## src/rtl/gci_pkg.sv

```systemverilog
package gci_pkg;
    typedef enum logic [1:0] {
        ST_HUNT = 2'd0,
        ST_IDLE = 2'd1,
        ST_SLOT = 2'd2
    } gci_state_t;
endpackage

```

## src/rtl/gci_frame_timer.sv

```systemverilog
module gci_frame_timer
    import gci_pkg::*;
#(
    parameter int CNT_W     = 9,
    parameter int BIT_W     = 4,
    parameter int SEL_W     = 5,
    parameter int MAX_SLOTS = 16
) (
    input  logic             clk,
    input  logic             rst_n,
    input  logic             frame_sync,
    input  logic             rate_hi,
    input  logic [SEL_W-1:0] slot_sel,
    output logic             fs_rise,
    output logic [CNT_W-1:0] cnt,
    output logic             in_slot,
    output logic             sample_en,
    output logic             slot_done
);
    localparam int IDX_W = CNT_W - BIT_W - 1;
    localparam logic [SEL_W:0] SLOTS_HI = (SEL_W+1)'(MAX_SLOTS);
    localparam logic [SEL_W:0] SLOTS_LO = (SEL_W+1)'(MAX_SLOTS / 2);

    logic             fs_q;
    logic [CNT_W-1:0] cnt_q;
    logic [CNT_W-1:0] cnt_d;
    gci_state_t       st_q;
    gci_state_t       st_d;
    logic [SEL_W:0]   slot_lim;
    logic             slot_ok;
    logic [IDX_W-1:0] next_idx;
    logic             hit;

    assign fs_rise = frame_sync & ~fs_q;

    always_comb begin
        cnt_d    = fs_rise ? '0 : cnt_q + CNT_W'(1);
        slot_lim = rate_hi ? SLOTS_HI : SLOTS_LO;
        slot_ok  = {1'b0, slot_sel} < slot_lim;
        next_idx = cnt_d[CNT_W-1 -: IDX_W];
        hit      = slot_ok && (next_idx == slot_sel[IDX_W-1:0]);
    end

    // Transitions: T_LOCK, T_ENTER, T_LEAVE
    always_comb begin
        st_d = st_q;
        unique case (st_q)
            ST_HUNT: if (fs_rise) st_d = hit ? ST_SLOT : ST_IDLE;
            ST_IDLE: if (hit)     st_d = ST_SLOT;
            ST_SLOT: if (!hit)    st_d = ST_IDLE;
            default:              st_d = ST_HUNT;
        endcase
    end

    always_ff @(posedge clk or negedge rst_n) begin
        if (!rst_n) begin
            fs_q  <= 1'b0;
            cnt_q <= '0;
            st_q  <= ST_HUNT;
        end else begin
            fs_q  <= frame_sync;
            cnt_q <= cnt_d;
            st_q  <= st_d;
        end
    end

    always_comb begin
        cnt       = cnt_q;
        in_slot   = (st_q == ST_SLOT);
        sample_en = in_slot & ~cnt_q[0];
        slot_done = sample_en & (&cnt_q[BIT_W:1]);
    end

    AST_SLOT_ALIGNED: assert property (@(posedge clk) disable iff (!rst_n)
        $rose(in_slot) |-> (cnt_q[BIT_W:0] == '0));
endmodule

```

## src/rtl/gci_tx_path.sv

```systemverilog
module gci_tx_path #(
    parameter int BYTE_W = 8,
    parameter int BIT_W  = 4
) (
    input  logic              clk,
    input  logic              rst_n,
    input  logic              latch,
    input  logic              swap,
    input  logic [BYTE_W-1:0] ch0,
    input  logic [BYTE_W-1:0] ch1,
    input  logic              in_slot,
    input  logic              odd_phase,
    input  logic [BIT_W-1:0]  bit_idx,
    output logic              tx_line,
    output logic              tx_oe
);
    localparam int SLOT_W = 2 * BYTE_W;

    logic [SLOT_W-1:0] shadow_q;

    always_ff @(posedge clk or negedge rst_n) begin
        if (!rst_n) begin
            shadow_q <= '0;
        end else if (latch) begin
            shadow_q <= swap ? {ch1, ch0} : {ch0, ch1};
        end
    end

    always_comb begin
        tx_oe   = in_slot;
        tx_line = in_slot ? shadow_q[~bit_idx] : 1'b0;
    end

    AST_TX_CELL_HOLD: assert property (@(posedge clk) disable iff (!rst_n)
        (tx_oe && odd_phase) |-> $stable(tx_line));
endmodule

```

## src/rtl/gci_rx_path.sv

```systemverilog
module gci_rx_path #(
    parameter int BYTE_W = 8
) (
    input  logic              clk,
    input  logic              rst_n,
    input  logic              sample_en,
    input  logic              slot_done,
    input  logic              swap,
    input  logic              rx_line,
    output logic [BYTE_W-1:0] rx_ch0,
    output logic [BYTE_W-1:0] rx_ch1,
    output logic              rx_valid
);
    localparam int SLOT_W = 2 * BYTE_W;

    logic [SLOT_W-2:0] shift_q;
    logic [SLOT_W-1:0] word;

    assign word = {shift_q, rx_line};

    always_ff @(posedge clk or negedge rst_n) begin
        if (!rst_n) begin
            shift_q  <= '0;
            rx_ch0   <= '0;
            rx_ch1   <= '0;
            rx_valid <= 1'b0;
        end else begin
            rx_valid <= slot_done;
            if (sample_en) shift_q <= word[SLOT_W-2:0];
            if (slot_done) begin
                rx_ch0 <= swap ? word[BYTE_W-1:0] : word[SLOT_W-1:BYTE_W];
                rx_ch1 <= swap ? word[SLOT_W-1:BYTE_W] : word[BYTE_W-1:0];
            end
        end
    end

    AST_VALID_SINGLE: assert property (@(posedge clk) disable iff (!rst_n)
        rx_valid |=> !rx_valid);
endmodule

```

## src/rtl/gci_slot_port.sv

```systemverilog
module gci_slot_port #(
    parameter int BYTE_W    = 8,
    parameter int MAX_SLOTS = 16,
    parameter int SEL_W     = 5
) (
    input  logic              clk,
    input  logic              rst_n,
    input  logic              frame_sync,
    input  logic              rate_hi,
    input  logic              swap_sel,
    input  logic [SEL_W-1:0]  slot_sel,
    input  logic [BYTE_W-1:0] tx_ch0,
    input  logic [BYTE_W-1:0] tx_ch1,
    input  logic              rx_line,
    output logic              tx_line,
    output logic              tx_oe,
    output logic [BYTE_W-1:0] rx_ch0,
    output logic [BYTE_W-1:0] rx_ch1,
    output logic              rx_valid
);
    localparam int SLOT_W = 2 * BYTE_W;
    localparam int BIT_W  = $clog2(SLOT_W);
    localparam int CNT_W  = $clog2(MAX_SLOTS * SLOT_W * 2);

    logic             fs_rise;
    logic [CNT_W-1:0] cnt;
    logic             in_slot;
    logic             sample_en;
    logic             slot_done;

    gci_frame_timer #(
        .CNT_W(CNT_W), .BIT_W(BIT_W), .SEL_W(SEL_W), .MAX_SLOTS(MAX_SLOTS)
    ) u_timer (
        .clk(clk), .rst_n(rst_n), .frame_sync(frame_sync), .rate_hi(rate_hi),
        .slot_sel(slot_sel), .fs_rise(fs_rise), .cnt(cnt), .in_slot(in_slot),
        .sample_en(sample_en), .slot_done(slot_done)
    );

    gci_tx_path #(.BYTE_W(BYTE_W), .BIT_W(BIT_W)) u_tx (
        .clk(clk), .rst_n(rst_n), .latch(fs_rise), .swap(swap_sel),
        .ch0(tx_ch0), .ch1(tx_ch1), .in_slot(in_slot), .odd_phase(cnt[0]),
        .bit_idx(cnt[BIT_W:1]), .tx_line(tx_line), .tx_oe(tx_oe)
    );

    gci_rx_path #(.BYTE_W(BYTE_W)) u_rx (
        .clk(clk), .rst_n(rst_n), .sample_en(sample_en), .slot_done(slot_done),
        .swap(swap_sel), .rx_line(rx_line), .rx_ch0(rx_ch0), .rx_ch1(rx_ch1),
        .rx_valid(rx_valid)
    );

    AST_VALID_IN_WINDOW: assert property (@(posedge clk) disable iff (!rst_n)
        rx_valid |-> tx_oe);
    AST_BAD_SLOT_QUIET: assert property (@(posedge clk) disable iff (!rst_n)
        (slot_sel >= SEL_W'(MAX_SLOTS)) |=> !tx_oe);
endmodule

```

## config.mk

```make
export PLATFORM = sky130hd
export DESIGN_NAME = gci_slot_port
export DESIGN_NICKNAME = d
export VERILOG_FILES = /design/src/rtl/gci_pkg.sv /design/src/rtl/gci_frame_timer.sv /design/src/rtl/gci_tx_path.sv /design/src/rtl/gci_rx_path.sv /design/src/rtl/gci_slot_port.sv
export SDC_FILE = /design/constraint.sdc
export NUM_CORES = 1
export LEC_CHECK = 0
export ABC_AREA = 1
export BUFFER_PORTS_ARGS = -buffer_cell sky130_fd_sc_hd__buf_4
export CAP_MARGIN = 0
export CORE_ASPECT_RATIO = 1.1
export CORE_UTILIZATION = 53
export CTS_BUF_LIST = sky130_fd_sc_hd__clkbuf_2 sky130_fd_sc_hd__clkbuf_4 sky130_fd_sc_hd__clkbuf_8
export CTS_CLUSTER_DIAMETER = 120
export CTS_CLUSTER_SIZE = 40
export DETAILED_ROUTE_END_ITERATION = 8
export MAX_ROUTING_LAYER = met4
export PLACE_DENSITY = 0.78
export SLEW_MARGIN = 10
export SYNTH_ARGS = -nofsm -noshare
export SYNTH_HDL_FRONTEND = slang
export SYNTH_SLANG_ARGS = --single-unit
export TNS_END_PERCENT = 5
```

## constraint.sdc

```tcl
create_clock -name clk -period 1.5 [get_ports clk]
set_input_delay 0 -clock clk [delete_from_list [all_inputs] [get_ports clk]]
set_output_delay 0 -clock clk [all_outputs]
set_load 0.02 [all_outputs]
```

# Word level (Yosys, flattened, before mapping)
# Index checks and enable logic that the tools add are counted.
dict set report word_totals {
  register_bits 60
  output_inout_bits 19
  word_cells 40
}
dict set report classes {
  add_sub_neg 1
  order_cmp 2
  n_eq_ne 6
  mux 13
  bitwise 6
  reduce_logical 4
}
# op count
set op_table {}
lappend op_table {{$mux W16} 1}
lappend op_table {{$mux W8} 2}
lappend op_table {{$add A9 B1 Y9 const B} 1}
lappend op_table {{$mux W9} 1}
lappend op_table {{$mux W2} 4}
lappend op_table {{$lt A5 B6 Y1} 1}
lappend op_table {{$pmux W2 S3} 1}
lappend op_table {{$lt A4 B5 Y1 const B} 1}
lappend op_table {{$mux W5} 1}
lappend op_table {{$bmux W1 S4} 1}
lappend op_table {{$eq A4 B4 Y1} 1}
lappend op_table {{$ne A2 B1 Y1 const B} 2}
lappend op_table {{$not A4 Y4} 1}
lappend op_table {{$reduce_and A4 Y1} 1}
lappend op_table {{$and A1 B1 Y1} 3}
lappend op_table {{$reduce_and A3 Y1} 1}
lappend op_table {{$eq A2 B1 Y1 const B} 1}
lappend op_table {{$eq A2 B2 Y1 const B} 1}
lappend op_table {{$logic_not A2 Y1} 1}
lappend op_table {{$mux W1} 2}
lappend op_table {{$ne A2 B2 Y1 const B} 1}
lappend op_table {{$not A1 Y1} 2}
lappend op_table {{$logic_and A1 B1 Y1} 1}

# Longest topological paths before layout
# Gate-level depths: netlist (run 1).
dict set report depth {
  ltp_word 8
  mapped_depth 11
}

# Cells and area by module
# From an unflattened synthesis (run 1), not the netlist that was laid out.
dict set report hier_totals {
  hier_cells 405
  hier_area_um2 3233.1
}
# mod n_inst cells_per_inst area_per_inst_um2 seq_area_each_um2
set modules_own_cells {}
lappend modules_own_cells {gci_rx_path 1 169 1490.2 800.8}
lappend modules_own_cells {gci_tx_path 1 140 999.7 400.4}
lappend modules_own_cells {gci_frame_timer 1 96 743.2 300.3}

# Least setup slack after synthesis (run 1)
# Ideal clock, no wire load.
dict set report synth_path {
  path_kind {register to output}
  from {register u_timer.cnt_q[1] (netlist: u_timer.cnt[1])}
  to {output tx_line}
  arrival_time_ns 1.444
  slack_ns 0.056
  path_stages_with_launch 7
  path_cell_list {dfrtp_1 -> buf_2 -> a21oi_1 -> o21ai_0 -> nand3_1 -> nand3_1 -> a21boi_0}
}
dict set report synth_between {
  elab_chain_cells 4
}
# item line
set synth_lines {}
lappend synth_lines {{from (decl)} gci_frame_timer.sv:25} ;# logic [CNT_W-1:0] cnt_q;
lappend synth_lines {{from (signal assigned)} gci_frame_timer.sv:62} ;# cnt_q <= cnt_d;
lappend synth_lines {{$not A4 Y4} gci_tx_path.sv:31} ;# tx_line = in_slot ? shadow_q[~bit_idx] : 1'b0;
lappend synth_lines {{$bmux W1 S4} gci_tx_path.sv:31}
lappend synth_lines {{$mux W1 (not written as such)} gci_tx_path.sv:31}
lappend synth_lines {{$mux W1} gci_tx_path.sv:31}
lappend synth_lines {{to (decl)} gci_slot_port.sv:15} ;# output logic tx_line,
# Every way passes these cells. The select of a mux whose other input is x is not followed.

# Final worst setup path (run 1)
# Same ends and word-level chain as after synthesis.

==> impl_metrics.env, run 1 <==
export IMPL_switchingPower_mw=1.36
export IMPL_syn_avg_cell_area_um2=7.74
export IMPL_fmax_ghz=0.600
export IMPL_wire_per_inst_um=13.4
export IMPL_row_count=28
export IMPL_ir_worst_vdd_v=0.000631
export IMPL_synthesis_instances=391
export IMPL_path_max_fanout=4
export IMPL_clock_latency_ps=340
export IMPL_cp_slowest_cell="dfrtp_1"
export IMPL_grt_overflow_total=0
export IMPL_path_cells="buf_6 > a21oi_2 > o21ai_1 > nand3_2 > nand3_2 > a21boi_2 > buf_6"
export IMPL_cts_buffers=9
export IMPL_hp_class="in -> reg"
export IMPL_drt_iter0_markers=167
export IMPL_p_seq_share_pct=42.6
export IMPL_tritoncts="yes"
export IMPL_comb_power_share_pct=24.8
export IMPL_drc=0
export IMPL_grt_max_degree=65
export IMPL_synth_top_area_share_pct=49.6
export IMPL_synthesis_area_um2=3030
export IMPL_synth_top_cells_by_area="dfrtp_1 (50%), nand2_1 (9.9%), o21ai_0 (8.6%)"
export IMPL_crit_type="reg -> out"
export IMPL_crit_arrival_ps=1670
export IMPL_fin_crit_sh_pct=111
export IMPL_fin_nets=490
export IMPL_setup_viol_count_final=16
export IMPL_grtUsageTotal_pct=26.4
export IMPL_status="complete, but fails checks"
export IMPL_switching_share_pct=31.1
export IMPL_setup_tns_final_ps=-535
export IMPL_max_stage_delay_ps=440
export IMPL_gp_congestion=0.886
export IMPL_chipHeight_um=81.2
export IMPL_syn_num_nets=420
export IMPL_whs_ps=16.3
export IMPL_slew_viol_final=0
export IMPL_final_cell_mix="nand2_1 (76), dfrtp_1 (59), buf_4 (58), inv_1 (52), o21ai_0 (45)"
export IMPL_area_delta_synth_final_pct=32.0
export IMPL_yosysWarnings=0
export IMPL_end_kind="output port"
export IMPL_drtPass1Iterations=4
export IMPL_power_internal_mw=3.00
export IMPL_cp_start_kind="flop"
export IMPL_root_buffer="clkbuf_8"
export IMPL_ys_seq_area_share_pct=49.6
export IMPL_drtAntennaViolNets=0
export IMPL_p_per_area_nw_per_um2=1090
export IMPL_core_area_um2=5430
export IMPL_io_buffer_count=45
export IMPL_leakage_nw=1.87
export IMPL_grt_pass1_wl_um=11500
export IMPL_synth_seq_cells=60
export IMPL_dp_hpwl_um=4330
export IMPL_drt_wl_total_um=7230
export IMPL_drive_above_1_share_pct=24.9
export IMPL_violations="setup timing"
export IMPL_drv_cap=0
export IMPL_via_per_inst=5.12
export IMPL_fin_area_um2=3990
export IMPL_antenna_found_initial=0
export IMPL_fp_dieW_um=74.0
export IMPL_synth_cell_type_count=19
export IMPL_grt_setup_unrepaired="yes"
export IMPL_crit_required_ps=1500
export IMPL_synth_top_area_cell="dfrtp_1"
export IMPL_hold_viol=0
export IMPL_slew_headroom_pct=50.4
export IMPL_clockBufferDepth=2
export IMPL_dr_total_vias=2768
export IMPL_worst_pin_slew_ps=744
export IMPL_clkSlewWorstSetupHoldPaths_ps=70
export IMPL_final_common_cell="nand2_1"
export IMPL_crit_family="flip-flops"
export IMPL_start_util_pct=55.7
export IMPL_pin_count=46
export IMPL_htreeDepth=3
export IMPL_dpl_cell_area_um2=3450
export IMPL_cp_num_buf_inv=2
export IMPL_cts_sinks=60
export IMPL_post_route_util_pct=73.5
export IMPL_min_period_ps=1670
export IMPL_grt_pass1_vias=2655
export IMPL_fin_skew_ps=3.76
export IMPL_diodes=0
export IMPL_dieArea_um2=6010
export IMPL_fin_ws_ps=-168
export IMPL_place_ws_ps=8.36
export IMPL_n_fill_cell=406
export IMPL_p_clk_share_pct=32.6
## what timing repair did
action | CTS | global route
setup endpoints to repair | 1 | 18
hold endpoints to repair | 79 | 0
hold buffers | 16 | 0
gates cloned | 1 | 0
pin swaps | 7 | 9
buffers inserted | 4 | 1
gates resized for setup | 17 | 29
## cell usage after synthesis (all sizes together)
cell	count
inv	54
nand3	16
ha	2
buf	10
nand2	82
nand4	6
clkbuf	11
o211ai	9
dfrtp	60
a21boi	1
a21oi	40
o21ai	52
nor3	1
nor2	47
## per-stage QoR
step / power (mW) / instances
floorplan: 2.30 / 391
global placement: 2.51 / 503
detailed placement: 2.53 / 503
CTS: 4.17 / 540
global route: 4.56 / 541
finish: 4.36 / 541
## worst reg2reg max path: cells and delay by family (launching register included)
family	cells	cell delay, ps
flip-flops	1	440
AND/OR/NAND/NOR	9	820
buffers and inverters	2	250
## worst paths after layout
path / startpoint / endpoint / slack, ps / cells past startpoint
min in group asynchronous: rst_n / u_tx.shadow_q[1] / 270 / 2
max in group asynchronous: rst_n / u_timer.cnt[2] / 700 / 2
min reg2reg: u_rx.shift_q[6] / u_rx.shift_q[6] / 490 / 2
max: u_timer.cnt[1] / tx_line / -170 / 7
max reg2reg: u_timer.cnt[1] / u_timer.st_q[0] / -130 / 11
min: tx_ch1[3] / u_tx.shadow_q[11] / 20 / 5
## area by class of cell
cell class | count | area (µm²) | area share, %
Inverter | 54 | 208 | 5.20
Sequential cell | 60 | 1500 | 37.6
Multi-Input combinational cell | 256 | 1330 | 33.2
Clock buffer | 11 | 139 | 3.48
Clock inverter | 5 | 52.6 | 1.32
Tap cell | 75 | 93.8 | 2.35
Timing Repair Buffer | 80 | 672 | 16.8
## routing by layer
metal  up-vias  global-route usage, %  share of wire, %
li1       1398                      -                 -
met1      1292                   29.8                42
met2        61                   43.6                52
met3        17                   6.95               3.7
met4         0                   12.1               2.5
met5         -                      -                 0
## power by group through the flow
stage | Sequential (mW) | Combinational (mW) | Clock (mW)
finish | 1.86 | 1.08 | 1.42
global route | 1.87 | 1.17 | 1.52
CTS | 1.83 | 0.884 | 1.45
detailed placement | 1.86 | 0.666 | 0
global placement | 1.85 | 0.652 | 0
floorplan | 1.82 | 0.476 | 0
## sequential cells by signal, summed over array words and instances, names as in the netlist
signal         count
u_rx.rx_ch1        8
u_rx.rx_ch0        8
u_rx.rx_valid      1
u_timer.fs_q       1
u_rx.shift_q      15
u_tx.shadow_q     16
u_timer.cnt        9
u_timer.st_q       2
## kinds of logic after synthesis
group / after synthesis / synth area share [%]
AOI/OAI and AO/OA: 102 / 17.7
adders and majority gates: 2 / 0.827
buffers and inverters: 75 / 10.4
DFF: 60 / 49.6
and+or+nand+nor: 152 / 21.4
Power figures use the tool's default switching activity.
==> run 2: changes to the inputs <==
CORE_UTILIZATION = 59   (was 53)
PLACE_DENSITY = 0.82   (was 0.78)
clock period = 1.78 ns   (was 1.5 ns; I/O delays follow)
==> run 2 against run 1 <==
Against the previous run:
- the run now ends clean
- sequential power fell by 17%
- sequential share of layout area increased by 2.8 points
- clock skew increased by 5.5 ps
- power down 25%
- hold slack got worse by 2.1 ps
- first-iteration DRC count is 33% higher
- clock-buffer cell count rose by 1
- combinational power fell by 45%
==> impl_metrics.env, run 2 (synthesis results as in run 1) <==
export IMPL_finalNonFillerCells=507
export IMPL_drtAntennaViolNets=0
export IMPL_drt_wl_total_um=6410
export IMPL_pin_count=46
export IMPL_status="finished, final reports clean"
export IMPL_rr_endpoint="u_tx.shadow_q[10]"
export IMPL_dp_hpwl_um=4320
export IMPL_start_util_pct=63.3
export IMPL_setup_tns_final_ps=0
export IMPL_area_delta_synth_final_pct=23.0
export IMPL_drt_iter0_markers=222
export IMPL_n_fill_cell=347
export IMPL_ff2ff_setup_slack_ps=110
export IMPL_cts_sinks=60
export IMPL_final_common_cell="nand2_1"
export IMPL_tritoncts="yes"
export IMPL_slew_headroom_pct=51.3
export IMPL_dp_cells=476
export IMPL_fin_skew_ps=9.23
export IMPL_clock_latency_ps=340
export IMPL_fin_nets=475
export IMPL_fmax_ghz=0.599
export IMPL_hold_viol=0
export IMPL_leakage_nw=1.78
export IMPL_core_area_um2=4780
export IMPL_cts_buffers=9
export IMPL_htreeDepth=3
export IMPL_grt_pass1_vias=2582
export IMPL_grt_setup_unrepaired="yes"
export IMPL_io_buffer_count=45
export IMPL_ir_worst_vdd_v=0.000586
export IMPL_drv_cap=0
export IMPL_drtPass1Iterations=4
export IMPL_min_path_cells=5
export IMPL_largest_register="u_tx.shadow_q"
export IMPL_row_count=26
export IMPL_whs_ps=14.2
export IMPL_crit_reg2reg_launch="u_timer.fs_q"
export IMPL_root_buffer="clkbuf_8"
export IMPL_worst_pin_slew_ps=731
export IMPL_end_kind="flop"
export IMPL_fin_area_um2=3720
export IMPL_largest_reg_flops=16
export IMPL_gp_congestion=0.857
export IMPL_crit_arrival_ps=1930
export IMPL_setup_viol_count_final=0
export IMPL_chipHeight_um=77.1
export IMPL_fin_ws_ps=111
export IMPL_fp_dieW_um=70.3
export IMPL_clockBufferDepth=2
export IMPL_min_period_ps=1670
export IMPL_fin_crit_sh_pct=93.8
export IMPL_drc=0
export IMPL_dieArea_um2=5420
export IMPL_crit_required_ps=2040
export IMPL_final_cell_mix="nand2_1 (80), dfrtp_1 (59), inv_1 (54), o21ai_0 (51), buf_4 (49)"
export IMPL_diodes=0
export IMPL_drive_above_1_share_pct=17.7
export IMPL_cp_slowest_cell="dlygate4sd3_1"
export IMPL_dpl_cell_area_um2=3370
export IMPL_max_stage_delay_ps=580
export IMPL_clkSlewWorstSetupHoldPaths_ps=70
export IMPL_place_ws_ps=227
export IMPL_grt_max_degree=65
export IMPL_totalPowerFinal_mw=3.28
export IMPL_wire_per_inst_um=12.6
export IMPL_cp_start_kind="flop"
export IMPL_grtUsageTotal_pct=26.9
export IMPL_hp_class="in -> reg"
export IMPL_hold_start="tx_ch1[0]"
export IMPL_path_cells="nor2_1 > buf_4 > buf_8 > o211ai_1 > dlygate4sd3_1 > o21ai_0"
export IMPL_path_max_fanout=24
export IMPL_slew_viol_final=0
export IMPL_p_per_area_nw_per_um2=881
export IMPL_holdPathEnd="u_tx.shadow_q[8]"
export IMPL_crit_type="reg -> reg"
export IMPL_grt_pass1_wl_um=11100
export IMPL_worstRegToRegCells=6
export IMPL_grt_overflow_total=0
export IMPL_post_route_util_pct=77.8
export IMPL_antenna_found_initial=0
export IMPL_dr_total_vias=2679
export IMPL_via_per_inst=5.28
-- run 2: worst max path at each step --
stage / from / to / slack [ps]
after global placement: u_timer.cnt[2] / u_timer.st_q[0] / 300
after floorplan: u_timer.cnt[1] / tx_line / 340
after global routing: u_timer.cnt[1] / tx_line / -30
final: u_timer.fs_q / u_tx.shadow_q[10] / 110
after CTS: u_timer.cnt[1] / tx_line / 10
after detailed placement: u_timer.cnt[0] / u_timer.st_q[0] / 230
-- run 2: power breakdown --
| group | switching [mW] | total, mW | internal [mW] |
|---|---|---|---|
| Sequential | 0.0926 | 1.55 | 1.46 |
| Combinational | 0.337 | 0.590 | 0.253 |
| Clock | 0.521 | 1.13 | 0.611 |
| Total | 0.951 | 3.28 | 2.33 |
-- run 2: critical path: cells and delay by family, from the launching register on --
kind                   cells  cell delay [ps]
AO/OA/AOI/OAI              2              180
buffers and inverters      3              920
flip-flops                 1              360
AND/OR/NAND/NOR            1              130
-- run 2: cell type report --
type	count	area (µm²)	area share [%]
timing repair buffer	65	544	14.6
inverter	54	203	5.45
tap	56	70.1	1.88
sequential	60	1500	40.4
clock inverter	4	22.5	0.605
multi-input combinational	256	1210	32.6
clock buffer	12	165	4.44
-- run 2: routing by layer --
layer / routed length [µm] / track usage [%] / part of all wire [%]
met2: 3340 / 45.5 / 52
met1: 2680 / 30.9 / 42
met3: 318 / 6.70 / 5.0
met5: 0 / - / 0
met4: 69 / 9.20 / 1.1
-- run 2: repair_timing --
| action | in CTS | in global routing |
|---|---|---|
| pin swaps | 0 | 0 |
| resized for setup | 1 | 6 |
| hold endpoints to repair | 78 | 0 |
| hold buffers | 13 | 0 |
| setup endpoints to repair | 1 | 2 |
| setup buffers | 0 | 2 |
